===== config.mk =====
export PLATFORM = sky130hd
export DESIGN_NAME = spStatusUnit
export DESIGN_NICKNAME = d
export VERILOG_FILES = /design/src/rtl/spStatusPkg.sv /design/src/rtl/spStatusCtrl.sv /design/src/rtl/spStatusRegs.sv /design/src/rtl/spStatusUnit.sv
export SDC_FILE = /design/constraint.sdc
export NUM_CORES = 1
export LEC_CHECK = 0
export BUFFER_PORTS_ARGS = -buffer_cell sky130_fd_sc_hd__buf_2
export CAP_MARGIN = 20
export CELL_PAD_IN_SITES_DETAIL_PLACEMENT = 1
export CELL_PAD_IN_SITES_GLOBAL_PLACEMENT = 1
export CORE_ASPECT_RATIO = 1.2
export CORE_MARGIN = 4
export CORE_UTILIZATION = 28
export CTS_CLUSTER_SIZE = 14
export DETAILED_ROUTE_END_ITERATION = 12
export MAX_ROUTING_LAYER = met4
export PLACE_DENSITY = 0.77
export SLEW_MARGIN = 25
export SYNTH_ARGS = -nofsm -noshare
export SYNTH_HDL_FRONTEND = slang
export SYNTH_SLANG_ARGS = --single-unit

===== constraint.sdc =====
create_clock -name clk -period 2.16 [get_ports clk]
set_input_delay 0.216 -clock clk [delete_from_list [all_inputs] [get_ports clk]]
set_output_delay 0.216 -clock clk [all_outputs]
set_load 0.05 [all_outputs]

===== src/rtl/spStatusPkg.sv =====
package spStatusPkg;
  localparam int SR_W      = 8;
  localparam int BIT_WPEN  = 7;
  localparam int BIT_IDSEL = 6;
  localparam int BIT_LOCK  = 4;
  localparam int BIT_BPHI  = 3;
  localparam int BIT_BPLO  = 2;

  typedef enum logic [1:0] {
    REGION_NONE    = 2'b00,
    REGION_QUARTER = 2'b01,
    REGION_HALF    = 2'b10,
    REGION_ALL     = 2'b11
  } regionT;

  typedef struct packed {
    logic setWel;
    logic clrWel;
    logic loadSr;
    logic clrIdSel;
    logic setPending;
    logic clrPending;
    logic snapStatus;
  } strobeT;
endpackage


===== src/rtl/spStatusCtrl.sv =====
module spStatusCtrl
  import spStatusPkg::*;
#(
  parameter int ADDR_W = 17
) (
  input  logic              clk,
  input  logic              rstN,
  input  logic              cmdWrEn,
  input  logic              cmdWrDis,
  input  logic              cmdSrWrite,
  input  logic              cmdSrRead,
  input  logic              cmdArrWrite,
  input  logic [ADDR_W-1:0] arrAddr,
  input  logic              cmdArrRead,
  input  logic              wpPinN,
  input  logic              busyIn,
  input  logic              welQ,
  input  logic              wpenQ,
  input  logic              idSelQ,
  input  logic              lockQ,
  input  regionT            bpQ,
  input  logic              pendingQ,
  output strobeT            strb,
  output logic              arrWrGrant,
  output logic              arrWrDeny,
  output logic              srWrGrant,
  output logic              srWrDeny
);
  localparam int TOP = ADDR_W - 1;

  logic busyPrev;
  logic busyFall;
  logic idle;
  logic regionHit;
  logic addrBlocked;
  logic pinLock;

  always_ff @(posedge clk or negedge rstN) begin
    if (!rstN) busyPrev <= 1'b0;
    else       busyPrev <= busyIn;
  end

  assign busyFall = busyPrev & ~busyIn;
  assign idle     = ~busyIn;

  always_comb begin
    unique case (bpQ)
      REGION_NONE:    regionHit = 1'b0;
      REGION_QUARTER: regionHit = arrAddr[TOP] & arrAddr[TOP-1];
      REGION_HALF:    regionHit = arrAddr[TOP];
      default:        regionHit = 1'b1;
    endcase
  end

  assign addrBlocked = idSelQ ? lockQ : regionHit;
  assign pinLock     = wpenQ & ~wpPinN;

  assign arrWrGrant = cmdArrWrite & idle & welQ & ~addrBlocked;
  assign arrWrDeny  = cmdArrWrite & idle & ~arrWrGrant;
  assign srWrGrant  = cmdSrWrite & idle & welQ & ~pinLock;
  assign srWrDeny   = cmdSrWrite & idle & ~srWrGrant;

  always_comb begin
    strb            = '0;
    strb.setWel     = cmdWrEn & idle;
    strb.clrWel     = (cmdWrDis & idle) | busyFall | arrWrDeny | srWrDeny;
    strb.loadSr     = srWrGrant;
    strb.clrIdSel   = arrWrDeny | (cmdArrRead & idle) | (busyFall & pendingQ);
    strb.setPending = arrWrGrant;
    strb.clrPending = busyFall;
    strb.snapStatus = cmdSrRead;
  end

  // nothing is answered while the write engine runs
  a_r10_busy_quiet: assert property (@(posedge clk) disable iff (!rstN)
    busyIn |-> !(arrWrGrant || arrWrDeny || srWrGrant || srWrDeny));

  // pin protection blocks status writes
  a_r5_pin_blocks_sr: assert property (@(posedge clk) disable iff (!rstN)
    (wpenQ && !wpPinN) |-> !srWrGrant);

  // no grant without the enable latch
  a_r3_grant_needs_wel: assert property (@(posedge clk) disable iff (!rstN)
    (arrWrGrant || srWrGrant) |-> welQ);

  // grant and deny never together
  a_r2_answer_exclusive: assert property (@(posedge clk) disable iff (!rstN)
    $onehot0({arrWrGrant, arrWrDeny}) && $onehot0({srWrGrant, srWrDeny}));
endmodule


===== src/rtl/spStatusRegs.sv =====
module spStatusRegs
  import spStatusPkg::*;
(
  input  logic            clk,
  input  logic            rstN,
  input  strobeT          strb,
  input  logic [SR_W-1:0] srData,
  input  logic            busyIn,
  output logic            welQ,
  output logic            wpenQ,
  output logic            idSelQ,
  output logic            lockQ,
  output regionT          bpQ,
  output logic            pendingQ,
  output logic [SR_W-1:0] statusOut
);
  // nonvolatile bits: power-up value only, untouched by soft reset
  logic   wpenR = 1'b0;
  logic   lockR = 1'b0;
  regionT bpR   = REGION_NONE;

  logic jointSet;
  logic [SR_W-1:0] statusNow;

  assign jointSet = srData[BIT_IDSEL] & srData[BIT_LOCK];

  always_ff @(posedge clk) begin
    if (strb.loadSr) begin
      wpenR <= srData[BIT_WPEN];
      bpR   <= regionT'(srData[BIT_BPHI:BIT_BPLO]);
      if (!jointSet) lockR <= lockR | srData[BIT_LOCK];
    end
  end

  always_ff @(posedge clk or negedge rstN) begin
    if (!rstN) begin
      welQ     <= 1'b0;
      idSelQ   <= 1'b0;
      pendingQ <= 1'b0;
    end else begin
      if (strb.clrWel)      welQ <= 1'b0;
      else if (strb.setWel) welQ <= 1'b1;

      if (strb.loadSr && !jointSet) idSelQ <= srData[BIT_IDSEL];
      else if (strb.clrIdSel)       idSelQ <= 1'b0;

      if (strb.setPending)      pendingQ <= 1'b1;
      else if (strb.clrPending) pendingQ <= 1'b0;
    end
  end

  assign statusNow = {wpenR, idSelQ, 1'b0, lockR, bpR, welQ, busyIn};

  always_ff @(posedge clk or negedge rstN) begin
    if (!rstN)               statusOut <= '0;
    else if (strb.snapStatus) statusOut <= statusNow;
  end

  assign wpenQ = wpenR;
  assign lockQ = lockR;
  assign bpQ   = bpR;

  // protection bits only move while the latch is set
  a_r3_nv_hold_without_wel: assert property (@(posedge clk) disable iff (!rstN)
    !welQ |=> $stable({wpenR, lockR, bpR}));

  // lock never falls
  a_r9_lock_sticky: assert property (@(posedge clk) disable iff (!rstN)
    lockR |=> lockR);

  // select and lock never rise together
  a_r8_no_joint_rise: assert property (@(posedge clk) disable iff (!rstN)
    $rose(lockR) |-> !$rose(idSelQ));

  // latch is clear after busy falls
  a_r2_fall_clears_wel: assert property (@(posedge clk) disable iff (!rstN)
    (!busyIn && $past(busyIn)) |=> !welQ);
endmodule


===== src/rtl/spStatusUnit.sv =====
module spStatusUnit
  import spStatusPkg::*;
#(
  parameter int ADDR_W = 17
) (
  input  logic              clk,
  input  logic              rstN,
  input  logic              cmdWrEn,
  input  logic              cmdWrDis,
  input  logic              cmdSrWrite,
  input  logic [7:0]        srData,
  input  logic              cmdSrRead,
  input  logic              cmdArrWrite,
  input  logic [ADDR_W-1:0] arrAddr,
  input  logic              cmdArrRead,
  input  logic              wpPinN,
  input  logic              busyIn,
  output logic [7:0]        statusOut,
  output logic              arrWrGrant,
  output logic              arrWrDeny,
  output logic              srWrGrant,
  output logic              srWrDeny,
  output logic              idPageSel
);
  strobeT strb;
  logic   welQ, wpenQ, idSelQ, lockQ, pendingQ;
  regionT bpQ;

  spStatusCtrl #(.ADDR_W(ADDR_W)) i_ctrl (
    .clk(clk), .rstN(rstN),
    .cmdWrEn(cmdWrEn), .cmdWrDis(cmdWrDis), .cmdSrWrite(cmdSrWrite),
    .cmdSrRead(cmdSrRead), .cmdArrWrite(cmdArrWrite), .arrAddr(arrAddr),
    .cmdArrRead(cmdArrRead), .wpPinN(wpPinN), .busyIn(busyIn),
    .welQ(welQ), .wpenQ(wpenQ), .idSelQ(idSelQ), .lockQ(lockQ), .bpQ(bpQ),
    .pendingQ(pendingQ), .strb(strb),
    .arrWrGrant(arrWrGrant), .arrWrDeny(arrWrDeny),
    .srWrGrant(srWrGrant), .srWrDeny(srWrDeny)
  );

  spStatusRegs i_regs (
    .clk(clk), .rstN(rstN), .strb(strb), .srData(srData), .busyIn(busyIn),
    .welQ(welQ), .wpenQ(wpenQ), .idSelQ(idSelQ), .lockQ(lockQ), .bpQ(bpQ),
    .pendingQ(pendingQ), .statusOut(statusOut)
  );

  assign idPageSel = idSelQ;
endmodule


# == Yosys cells after proc, flatten, opt, wreduce, memory -nomap -nowiden ==
# Index checks and enable logic that the tools add are counted.
# totals
ff_bits,15
input_bits,35
output_inout_bits,13
elab_cells,54
# classes
eq_ne,2
n_mux,8
n_bitwise,29
reduce_logical,7
# ops
op,count
$and A1 B1 Y1,16
$mux W1,7
$not A1 Y1,7
$or A1 B1 Y1,6
$reduce_bool A2 Y1,3
$pmux W1 S3,1
$eq A2 B1 Y1 const B,1
$eq A2 B2 Y1 const B,1
$logic_not A2 Y1,1
$reduce_and A2 Y1,1
$logic_and A1 B1 Y1,1
$logic_not A1 Y1,1

# == Depth between registers and ports, before layout ==
# depth
word_depth,11
depth_mapped,4
mapped_depth_nobuf,3

# == Modules after synthesis ==
# A second synthesis with hierarchy kept.
# hier_totals
cells_unflattened,58
hier_area_um2,729.4
# modules_own_cells
mod,instances,cells_per_inst,area_per_inst_um2,seq_area_each_um2
spStatusRegs,1,34,554.3,370.4
spStatusCtrl,1,24,175.2,25.0

# == Worst setup path before layout ==
# OpenSTA, ideal clock, no wires.
# synth_path
kind,register -> output
startpoint,register i_regs.idSelQ
endpoint,output arrWrGrant
arrival_ns,1.677
required_ns,1.944
path_slack_ns,0.267
path_stages_with_launch,4
cell_sequence,dfrtp_1 > nand3b_1 > o211ai_4 > nor2_1
# synth_via
elab_chain_len,3
# synth_rtl
element,line_no,text
from (decl),spStatusRegs.sv:11,"output logic idSelQ,"
from (signal assigned),spStatusRegs.sv:44,if (strb.loadSr && !jointSet) idSelQ <= srData[BIT_IDSEL];
$mux W1,spStatusCtrl.sv:55,assign addrBlocked = idSelQ ? lockQ : regionHit;
$not A1 Y1,spStatusCtrl.sv:58,assign arrWrGrant = cmdArrWrite & idle & welQ & ~addrBlocked;
$and A1 B1 Y1,spStatusCtrl.sv:58,
to (decl),spStatusUnit.sv:19,"output logic arrWrGrant,"
# Every way passes these cells.

# == Worst setup path in the final report ==
# layout_path
startpoint,register i_regs.idSelQ
endpoint,output arrWrDeny
# layout_via
elab_chain_len,5
# layout_rtl
element,line_no,text
$mux W1,spStatusCtrl.sv:55,
$not A1 Y1,spStatusCtrl.sv:58,
$and A1 B1 Y1,spStatusCtrl.sv:58,
$not A1 Y1,spStatusCtrl.sv:59,assign arrWrDeny = cmdArrWrite & idle & ~arrWrGrant;
$and A1 B1 Y1,spStatusCtrl.sv:59,
to (decl),spStatusUnit.sv:20,"output logic arrWrDeny,"
# Every way passes these cells.

==> results.yml <==
place:
  place_area_um2: 916
  port_buffers: 28
  routabilityCongestion: 0.776
  dpl.hpwl_mm: 1.48
clock_network:
  path_clk_slew_ps: 90
  cts_tree: "built"
  hold_buffers: 1
  clk_latency_ps: 280
  cts_buffer_depth: 2
  cts_root_buf: "clkbuf_4"
  cts.repair.resized: 0
  cts_sinks: 15
  cts-buffers-inserted: 3
  htreeDepth: 1
  cts_setup_buffers: 0
die:
  fp.dieW_um: 55.5
  core_mm2: 0.00255
  num_rows: 20
  dieArea_mm2: 0.00361
  fp.dieH_um: 65.0
  floorplan.initialDensity_pct: 29.7
  num_io_pins: 48
sta:
  hold-worst-slack_ps: 105
  report.final.slew_viol_count: 0
  skew_ps: 4.11
  rsz0062_at_grt: "no"
  hold_viol: 0
  final.period_utilization_pct: 84.6
  max_freq_mhz: 547
  fin_crit_ps: 1830
  setup_violations: 0
  tns_ps: 0
run_status:
  outcome: "complete, no violations"
setup_path:
  worstPathMaxFanout: 7
  cp-start-kind: "flip-flop"
  endpoint_kind: "output pin"
  cp.required_ps: 1940
  path_class: "reg -> out"
  rrSetupSlack_ps: 660
  cp.arrival_ps: 1610
finish:
  drive_gt1_share_pct: 53.9
  design_area_um2: 953
  antenna_cells: 0
  area_growth_pct: 25.7
  layout.nets: 125
route:
  dr.pass1.iters: 4
  drcViolationCount: 0
  vias_per_cell: 4.72
  vias: 576
  drt-total-wl_mm: 1.79
  wl_per_cell_um: 14.6
  drt_iter0_drc: 6
  drtAntennaViolNets: 0
global_routing:
  grt_pass1_wl_mm: 3.06
  grt-ovfl-total: 0
  grt_max_degree: 12
  antenna_found_initial: 0
  grt_pass1_vias: 671
  gr-usage-all-layers_pct: 11.3
synthesis:
  yosys.area.top_type: "dfrtp_1"
  synth_nets: 94
  yosys_warnings: 0
  synth.avg_cell_area_um2: 12.9
  synth_top_area_share_pct: 36.3
  synth-edff-count: 4
  async_reset_ff_share_pct: 73.3
  ys_seq_elements: 15
  syn_inst: 59
  synth_cell_types: 32
  synth.area.top_cells: "dfrtp_1 36%, edfxtp_1 16%, mux2_2 10%"
  netlist_area_um2: 758
  ys.flop_type: "dfrtp_1"
  ys_seq_area_share_pct: 52.1
flow_run:
  maxCapViolCount: 0
power_and_ir_drop:
  power_uw: 588
  peakVddDrop_v: 0.000414
  powerDensity_mw_per_mm2: 616
  p_leak_nw: 0.436
min_path:
  hp-class: "in -> reg"
-- final timing paths --
kind / from / to / cells past startpoint
min reg2reg: i_regs.statusOut[2] / i_regs.statusOut[2] / 1
min in group asynchronous: rstN / i_regs.statusOut[6] / 2
max reg2reg: i_regs.welQ / i_regs.lockQ / 3
min: srData[3] / i_regs.bpQ[1] / 1
max: i_regs.idSelQ / arrWrDeny / 4
max in group asynchronous: rstN / i_regs.pendingQ / 2
-- critical path, stage by stage (launching register included) --
cell and delay (ps):
dfrtp_1 460, nand2b_1 210, o211ai_4 250, o21a_1 160, buf_2 260
-- per-stage QoR --
step                instances  setup WS, ps  utilization [%]
floorplan                  59           267                -
global placement          117           670             35.9
detailed placement        117           639             35.9
CTS                       122           312             37.4
global route              122           231             37.4
finish                    122           332             37.4
-- synthesized netlist by cell type (2+ instances only) --
library cell	n
inv_1	3
nor2_1	3
nand2b_1	3
a21oi_1	2
dfrtp_1	11
mux2_2	7
edfxtp_1	4
nand2_1	2
-- power by group --
part | internal [mW] | switching, mW | leakage, nW
clock network | 0.0686 | 0.0897 | 0.0177
logic | 0.0388 | 0.0799 | 0.243
registers | 0.302 | 0.00808 | 0.175
-- kinds of logic after synthesis --
kind of cell | after synthesis | synth area share [%]
buffers and inverters | 7 | 5.11
and+or+nand+nor | 16 | 15.0
DFF | 15 | 52.1
AOI/OAI and AO/OA | 13 | 16.8
muxes | 7 | 10.4
other | 1 | 0.495
-- routing by layer --
layer	global-route usage [%]	vias up	wire, um
met4	7.60	0	60
met5	-	-	0
met3	2.19	4	88
met2	19.7	17	969
met1	11.6	285	666
li1	-	270	-
-- sequential cells by signal, indices dropped and copies added (netlist names) --
name / flops
i_regs.lockQ: 1
i_regs.statusOut: 7
i_regs.wpenQ: 1
i_regs.pendingQ: 1
i_regs.welQ: 1
i_regs.bpQ: 2
i_regs.idSelQ: 1
i_ctrl.busyPrev: 1
-- cells in the final DEF, fill, tap and decap left out --
master / instances
clkinv_2: 1
edfxtp_1: 4
a21boi_2: 1
nor3b_1: 1
a21oi_1: 2
o221ai_1: 1
nand2_1: 2
nor2_1: 3
nand4_1: 1
a31oi_1: 1
o211ai_1: 1
dfrtp_1: 11
o21a_1: 1
nand2b_4: 1
o2111ai_1: 1
inv_1: 3
buf_2: 28
a2111oi_4: 1
dlygate4sd3_1: 1
o211ai_4: 1
o21ai_1: 1
nand3b_1: 1
inv_2: 1
nor2b_2: 1
o21ai_0: 1
and2b_1: 1
nor3b_4: 1
nand2b_1: 3
conb_1: 1
a21oi_2: 1
clkbuf_4: 3
mux2_2: 7
or2_2: 1
-- cell type report --
cell class,count,area [um^2]
clock inverters,1,5.00
flip-flops and latches,15,395
multi-input cells,37,324
fillers,307,1600
clock buffers,3,22.5
repair buffers,29,150
well taps,33,41.3
inverters,4,15.0
(Power assumes the default switching activity.)
